## src/rtl/vsib_pkg.sv

```systemverilog
package vsib_pkg;

  localparam logic [1:0] MODE_ENC = 2'd0;
  localparam logic [1:0] MODE_DEC = 2'd1;

  // symbol-bits per decode symbol for each rate code
  function automatic logic [2:0] lanes_per_sym(input logic [1:0] rate);
    case (rate)
      2'd0:    return 3'd2;
      2'd1:    return 3'd3;
      2'd2:    return 3'd4;
      default: return 3'd6;
    endcase
  endfunction

  // slots usable in a mode: encode is single-buffered
  function automatic logic [1:0] slot_cap(input logic [1:0] mode);
    return (mode == MODE_ENC) ? 2'd1 : 2'd2;
  endfunction

  // hard-value word to bit: the sign bit separates 0x8000 from 0x7FFF
  function automatic logic hard_bit(input logic [15:0] word);
    return word[15];
  endfunction

endpackage

```

## src/rtl/vsib_lane_asm.sv

```systemverilog
module vsib_lane_asm #(
  parameter int LANE_W    = 8,
  parameter int MAX_LANES = 6,
  localparam int SYM_W    = LANE_W * MAX_LANES,
  localparam int CNT_W    = $clog2(MAX_LANES + 1)
) (
  input  logic              clk,
  input  logic              rst_n,
  input  logic              flush_i,
  input  logic              wr_i,
  input  logic [LANE_W-1:0] lane_i,
  input  logic [CNT_W-1:0]  nlanes_i,
  output logic              commit_o,
  output logic [SYM_W-1:0]  lanes_o,
  output logic [CNT_W-1:0]  idx_o
);

  logic [SYM_W-1:0] part_q;
  logic [CNT_W-1:0] idx_q;
  logic             last_w;

  always_comb begin
    lanes_o = part_q;
    lanes_o[idx_q*LANE_W +: LANE_W] = lane_i;
  end

  assign last_w   = (idx_q == CNT_W'(nlanes_i - 1'b1));
  assign commit_o = wr_i && last_w;
  assign idx_o    = idx_q;

  always_ff @(posedge clk or negedge rst_n) begin
    if (!rst_n) begin
      part_q <= '0;
      idx_q  <= '0;
    end else if (flush_i) begin
      part_q <= '0;
      idx_q  <= '0;
    end else if (wr_i) begin
      if (last_w) begin
        part_q <= '0;
        idx_q  <= '0;
      end else begin
        part_q <= lanes_o;
        idx_q  <= idx_q + 1'b1;
      end
    end
  end

endmodule

```

## src/rtl/vsib_slot_q.sv

```systemverilog
module vsib_slot_q #(
  parameter int W     = 65,
  parameter int DEPTH = 2,
  localparam int PTR_W = (DEPTH > 1) ? $clog2(DEPTH) : 1,
  localparam int CNT_W = $clog2(DEPTH + 1)
) (
  input  logic             clk,
  input  logic             rst_n,
  input  logic             flush_i,
  input  logic [CNT_W-1:0] cap_i,
  input  logic             push_i,
  input  logic [W-1:0]     din_i,
  input  logic             pop_i,
  output logic             full_o,
  output logic             valid_o,
  output logic [W-1:0]     dout_o
);

  logic [W-1:0]     mem_q [DEPTH];
  logic [PTR_W-1:0] rd_q, wr_q;
  logic [CNT_W-1:0] cnt_q;

  function automatic logic [PTR_W-1:0] bump(input logic [PTR_W-1:0] p);
    return (p == PTR_W'(DEPTH - 1)) ? '0 : p + 1'b1;
  endfunction

  assign full_o  = (cnt_q >= cap_i);
  assign valid_o = (cnt_q != '0);
  assign dout_o  = mem_q[rd_q];

  always_ff @(posedge clk or negedge rst_n) begin
    if (!rst_n) begin
      rd_q  <= '0;
      wr_q  <= '0;
      cnt_q <= '0;
    end else if (flush_i) begin
      rd_q  <= '0;
      wr_q  <= '0;
      cnt_q <= '0;
    end else begin
      if (push_i) wr_q <= bump(wr_q);
      if (pop_i)  rd_q <= bump(rd_q);
      cnt_q <= cnt_q + CNT_W'(push_i) - CNT_W'(pop_i);
    end
  end

  for (genvar g = 0; g < DEPTH; g++) begin : g_slot
    always_ff @(posedge clk or negedge rst_n) begin
      if (!rst_n)                                        mem_q[g] <= '0;
      else if (push_i && !flush_i && wr_q == PTR_W'(g))  mem_q[g] <= din_i;
    end
  end

endmodule

```

## src/rtl/vsib_sym_inbuf.sv

```systemverilog
module vsib_sym_inbuf
  import vsib_pkg::*;
#(
  parameter int DATA_W    = 16,
  parameter int LANE_W    = 8,
  parameter int MAX_LANES = 6,
  parameter int SLOTS     = 2,
  localparam int SYM_W    = LANE_W * MAX_LANES,
  localparam int PAY_W    = SYM_W + DATA_W + 1,
  localparam int CNT_W    = $clog2(MAX_LANES + 1),
  localparam int SCNT_W   = $clog2(SLOTS + 1)
) (
  input  logic              clk,
  input  logic              rst_n,
  input  logic [1:0]        mode_i,
  input  logic [1:0]        rate_i,
  input  logic              wr_en_i,
  input  logic [DATA_W-1:0] wr_data_i,
  output logic              req_o,
  input  logic              ovf_clr_i,
  output logic              ovf_o,
  output logic              sym_valid_o,
  input  logic              sym_ready_i,
  output logic [SYM_W-1:0]  sym_lanes_o,
  output logic [DATA_W-1:0] sym_word_o,
  output logic              sym_bit_o
);

  logic [1:0] mode_q, rate_q;
  logic       flush_w, full_w, acc_w, drop_w, pop_w, push_w, is_dec_w;
  logic       asm_commit_w;
  logic [SYM_W-1:0] asm_lanes_w;
  logic [CNT_W-1:0] lane_idx_w;
  logic [PAY_W-1:0] din_w, dout_w;
  logic             ovf_q;

  assign flush_w  = (mode_i != mode_q) || (rate_i != rate_q);
  assign is_dec_w = (mode_i == MODE_DEC);
  assign acc_w    = wr_en_i && !full_w && !flush_w;
  assign drop_w   = wr_en_i &&  full_w && !flush_w;
  assign pop_w    = sym_valid_o && sym_ready_i && !flush_w;
  assign push_w   = is_dec_w ? asm_commit_w : acc_w;

  always_ff @(posedge clk or negedge rst_n) begin
    if (!rst_n) begin
      mode_q <= MODE_ENC;
      rate_q <= 2'd0;
      ovf_q  <= 1'b0;
    end else begin
      mode_q <= mode_i;
      rate_q <= rate_i;
      if (drop_w)         ovf_q <= 1'b1;
      else if (ovf_clr_i) ovf_q <= 1'b0;
    end
  end

  vsib_lane_asm #(.LANE_W(LANE_W), .MAX_LANES(MAX_LANES)) u_asm (
    .clk      (clk),
    .rst_n    (rst_n),
    .flush_i  (flush_w),
    .wr_i     (acc_w && is_dec_w),
    .lane_i   (wr_data_i[DATA_W-1 -: LANE_W]),
    .nlanes_i (CNT_W'(lanes_per_sym(rate_i))),
    .commit_o (asm_commit_w),
    .lanes_o  (asm_lanes_w),
    .idx_o    (lane_idx_w)
  );

  always_comb begin
    if (is_dec_w)
      din_w = {asm_lanes_w, {DATA_W{1'b0}}, 1'b0};
    else
      din_w = {{SYM_W{1'b0}}, wr_data_i,
               (mode_i == MODE_ENC) ? hard_bit(wr_data_i) : 1'b0};
  end

  vsib_slot_q #(.W(PAY_W), .DEPTH(SLOTS)) u_slots (
    .clk     (clk),
    .rst_n   (rst_n),
    .flush_i (flush_w),
    .cap_i   (SCNT_W'(slot_cap(mode_i))),
    .push_i  (push_w),
    .din_i   (din_w),
    .pop_i   (pop_w),
    .full_o  (full_w),
    .valid_o (sym_valid_o),
    .dout_o  (dout_w)
  );

  assign req_o       = !full_w;
  assign ovf_o       = ovf_q;
  assign sym_lanes_o = dout_w[PAY_W-1 -: SYM_W];
  assign sym_word_o  = dout_w[DATA_W:1];
  assign sym_bit_o   = dout_w[0];

endmodule

```

## config.mk

```make
export PLATFORM = sky130hd
export DESIGN_NAME = vsib_sym_inbuf
export DESIGN_NICKNAME = d
export VERILOG_FILES = /design/src/rtl/vsib_pkg.sv /design/src/rtl/vsib_lane_asm.sv /design/src/rtl/vsib_slot_q.sv /design/src/rtl/vsib_sym_inbuf.sv
export SDC_FILE = /design/constraint.sdc
export NUM_CORES = 1
export LEC_CHECK = 0
export BUFFER_PORTS_ARGS = -buffer_cell sky130_fd_sc_hd__buf_4
export CELL_PAD_IN_SITES_DETAIL_PLACEMENT = 0
export CELL_PAD_IN_SITES_GLOBAL_PLACEMENT = 1
export CORE_MARGIN = 2
export CORE_UTILIZATION = 30
export DETAILED_ROUTE_END_ITERATION = 7
export PLACE_DENSITY_LB_ADDON = 0.1
export SLEW_MARGIN = 15
export SYNTH_ARGS = -nofsm -noshare
export SYNTH_HDL_FRONTEND = slang
export SYNTH_SLANG_ARGS = --single-unit
```

## constraint.sdc

```tcl
create_clock -name clk -period 3 [get_ports clk]
set_input_delay 0.3 -clock clk [delete_from_list [all_inputs] [get_ports clk]]
set_output_delay 0.3 -clock clk [all_outputs]
set_load 0.01 [all_outputs]
```

==> parameters.txt <==
Parameter                              Value

Status
  Run status ... completed

Timing
  Final Hold Violating Endpoints ... 0
  Fmax ... 367 MHz
  Setup Skew ... 0.0117 ns
  Number of max-slew violations in the final report ... 0
  Final WS setup ... 0.279 ns
  Worst slew margin relative to its limit ... 0.472
  Worst-case hold slack ... 0.0168 ns
  Final count of negative-setup-slack endpoints ... 0
  Post-Route Setup TNS ... 0 ns
  Minimum clock period after layout ... 2.72 ns
  Worst-Margin Slew ... 0.792 ns
  Final worst path period share ... 0.907
  Setup repair after global routing missed its margin ... false

Clock tree
  TritonCTS sink count ... 190
  Clock transition at the register clock pins on the worst setup and hold paths after CTS ... 0.08 ns
  Total clock buffers created by CTS ... 17
  Root Buffer ... sky130_fd_sc_hd__clkbuf_16
  Max clock buf depth ... 2
  Worst-skew pair later-pin latency ... 0.43 ns
  TritonCTS clock tree ... yes
  Number of H-tree levels ... 4

Route
  Number of design-rule violations left by the first detailed-router iteration ... 271
  Detailed-route via count ... 5971
  Post-Route WL ... 23.4 mm
  Average routed wire per standard cell ... 19.3 um
  DRC Markers ... 0
  Number of routed nets with antenna violations ... 0
  First drt pass iteration count ... 4
  Vias/cell ... 4.93

GRT
  First-pass GRT wire length ... 38.0 mm
  Via count of the first global-routing pass ... 6401
  GR Util All Layers ... 0.149
  Global-route congestion overflow total ... 0
  Pin count of the biggest net entering global routing ... 96
  Number of antenna violations at the first check in global routing ... 0

Min path
  Tightest Hold Check Type ... in2reg

Die
  Area inside the core boundary ... 30500 sq um
  IO Count ... 93
  Die area ... 32300 sq um
  Die height ... 180 um
  Initial core utilization ... 0.304
  DIE WIDTH ... 180 um
  Standard-cell rows ... 64

Synthesis
  Number of enable-type register cells in the synthesized netlist ... 0
  Commonest cells in the synthesized netlist ... sky130_fd_sc_hd__dfrtp_1 (190), sky130_fd_sc_hd__mux2_2 (122), sky130_fd_sc_hd__mux2_4 (60), sky130_fd_sc_hd__nor2_1 (49), sky130_fd_sc_hd__a22o_1 (48)
  Cell type contributing the most total cell area after synthesis ... sky130_fd_sc_hd__dfrtp_1
  Number of unique standard cell types used by synthesis ... 49
  Post-synth top flop ... sky130_fd_sc_hd__dfrtp_1
  Synth async-reset ratio ... 1.00
  Most common cell in the synthesized netlist ... sky130_fd_sc_hd__dfrtp_1
  Part of the Yosys area used for sequential elements ... 0.513
  Gate count after technology mapping ... 710
  Top cells by area in the synthesized netlist ... sky130_fd_sc_hd__dfrtp_1 (51%), sky130_fd_sc_hd__mux2_2 (15%), sky130_fd_sc_hd__mux2_4 (9.7%)
  Post-synth net total ... 745
  Average instance area after synthesis ... 13.0 sq um
  Warnings, synthesis ... 0
  Count of state elements after synthesis ... 190
  Combined area of all synthesized cells ... 9260 sq um
  Share of the synthesized area in the top cell type ... 0.513

Finish
  Register area ... 4760 sq um
  Number of standard cells in the layout, taps in and fillers out ... 1210
  Fin nets ... 836
  Area taken by multi-input logic gates ... 4210 sq um
  Area growth from synthesis to final layout ... 19.6%
  # fillers ... 2942
  Fraction of final layout cells with drive strength greater than 1 ... 0.436
  Ant. Diodes ... 0

Power and ir drop
  Cell area power density ... 517 nW/um^2
  Tot Pwr ... 5.73 mW
  Static leakage ... 5.28 nW
  Worst supply voltage drop on vdd ... 338 uV

Job
  Max-cap violation count ... 0

Placed design
  Cell Count Post-Placement ... 1174
  Final RePlAce weighted congestion ... 0.764
  DP HPWL ... 15.0 mm
  Pre-CTS worst setup slack ... 0.222 ns
  Number of input and output port buffers inserted ... 92

Setup path
  WP data required ... 3.32 ns
  Critical-path cell with the highest stage delay ... sky130_fd_sc_hd__dfrtp_1
  Critical path cell sequence ... inv_1, ha_1, ha_1, inv_1, nor4b_2, buf_4, mux2i_1, nor2_1, mux2_2
  Arrival time at the worst endpoint ... 3.04 ns
  Number of buffers and inverters on the critical path ... 3
  Type of the setup path with the least slack ... reg2reg
  Top fanout value on the critical path ... 10
  Type of destination of the critical path ... register
  Kind of launch point of the worst setup path ... register
  Peak per-stage delay on the critical path ... 0.50 ns
  Top Family by Delay on Critical Path ... adder cells
flip-flops by register name, indices dropped and copies added (netlist names), 2 cells and up:
name	flops
u_slots.mem_q	130
mode_q	2
rate_q	2
u_asm.part_q	48
u_asm.idx_o	3
u_slots.cnt_q	2
path summary, 6_finish.rpt:
kind                                         from           endpoint  slack, ns  depth (start not counted)
worst min-delay path                    rate_i[0]          rate_q[0]       0.02                          1
min in group asynchronous                   rst_n  u_slots.mem_q[66]       0.50                          2
worst max register to register     u_asm.idx_o[1]  u_slots.mem_q[55]       0.28                          9
max in group asynchronous                   rst_n  u_slots.mem_q[32]       1.66                          3
worst min register to register  u_slots.mem_q[14]  u_slots.mem_q[14]       0.49                          2
worst max-delay path               u_asm.idx_o[1]  u_slots.mem_q[55]       0.28                          9
logic make-up (layout without fill, tap and decap cells):
family / Yosys count / count (layout) / share of synthesized area
xor gates and xnor gates: 10 / 10 / 0.0111
DFF: 190 / 190 / 0.513
and+or+nand+nor: 130 / 130 / 0.0735
muxes: 200 / 200 / 0.265
buffers and inverters: 63 / 167 / 0.0332
adders and majority gates: 10 / 10 / 0.0135
AOI/OAI and AO/OA: 107 / 107 / 0.0902
final cells by class:
class                      count  area share
clock buffer                  17      0.0384
clock inverter                15      0.0157
inverter                      17     0.00576
multi-input combinational    457       0.380
sequential                   190       0.429
tap                          396      0.0447
timing repair buffer         118      0.0859
per-layer routing:
layer | wire length, um | GRT usage
met1 | 11300 | 0.211
met2 | 11100 | 0.238
met3 | 703 | 0.0292
met4 | 216 | 0.0299
met5 | 0 | 0
cells in the final DEF, fill, tap and decap left out, drive strengths merged, types with 6 or more instances in the layout:
| master | instances |
|---|---|
| nor2 | 50 |
| xnor2 | 6 |
| buf | 113 |
| a22oi | 24 |
| and2 | 14 |
| nand3 | 18 |
| mux2 | 183 |
| nand2 | 24 |
| inv | 24 |
| o21ai | 19 |
| dfrtp | 190 |
| a21oi | 9 |
| ha | 10 |
| mux2i | 17 |
| a22o | 48 |
| clkbuf | 18 |
| clkinv | 7 |
stage by stage:
stage          area, sq um  utilization
2_1_floorplan         9260            -
3_3_place_gp         10400        0.342
3_5_place_dp         10400        0.342
4_1_cts              11100        0.362
5_1_grt              11100        0.363
6_report             11100        0.363
what timing repair did:
item	CTS	global route
resized for setup	0	1
setup endpoints to repair	0	3
hold buffers	2	2
endpoints found under the hold margin	34	2
buffers inserted	0	0
report_power, final:
part           internal [mW]  total (mW)  switching, mW
combinational          0.349       0.683          0.335
sequential              2.67        2.72         0.0502
clock                   1.20        2.33           1.13
(Power assumes the default switching activity.)
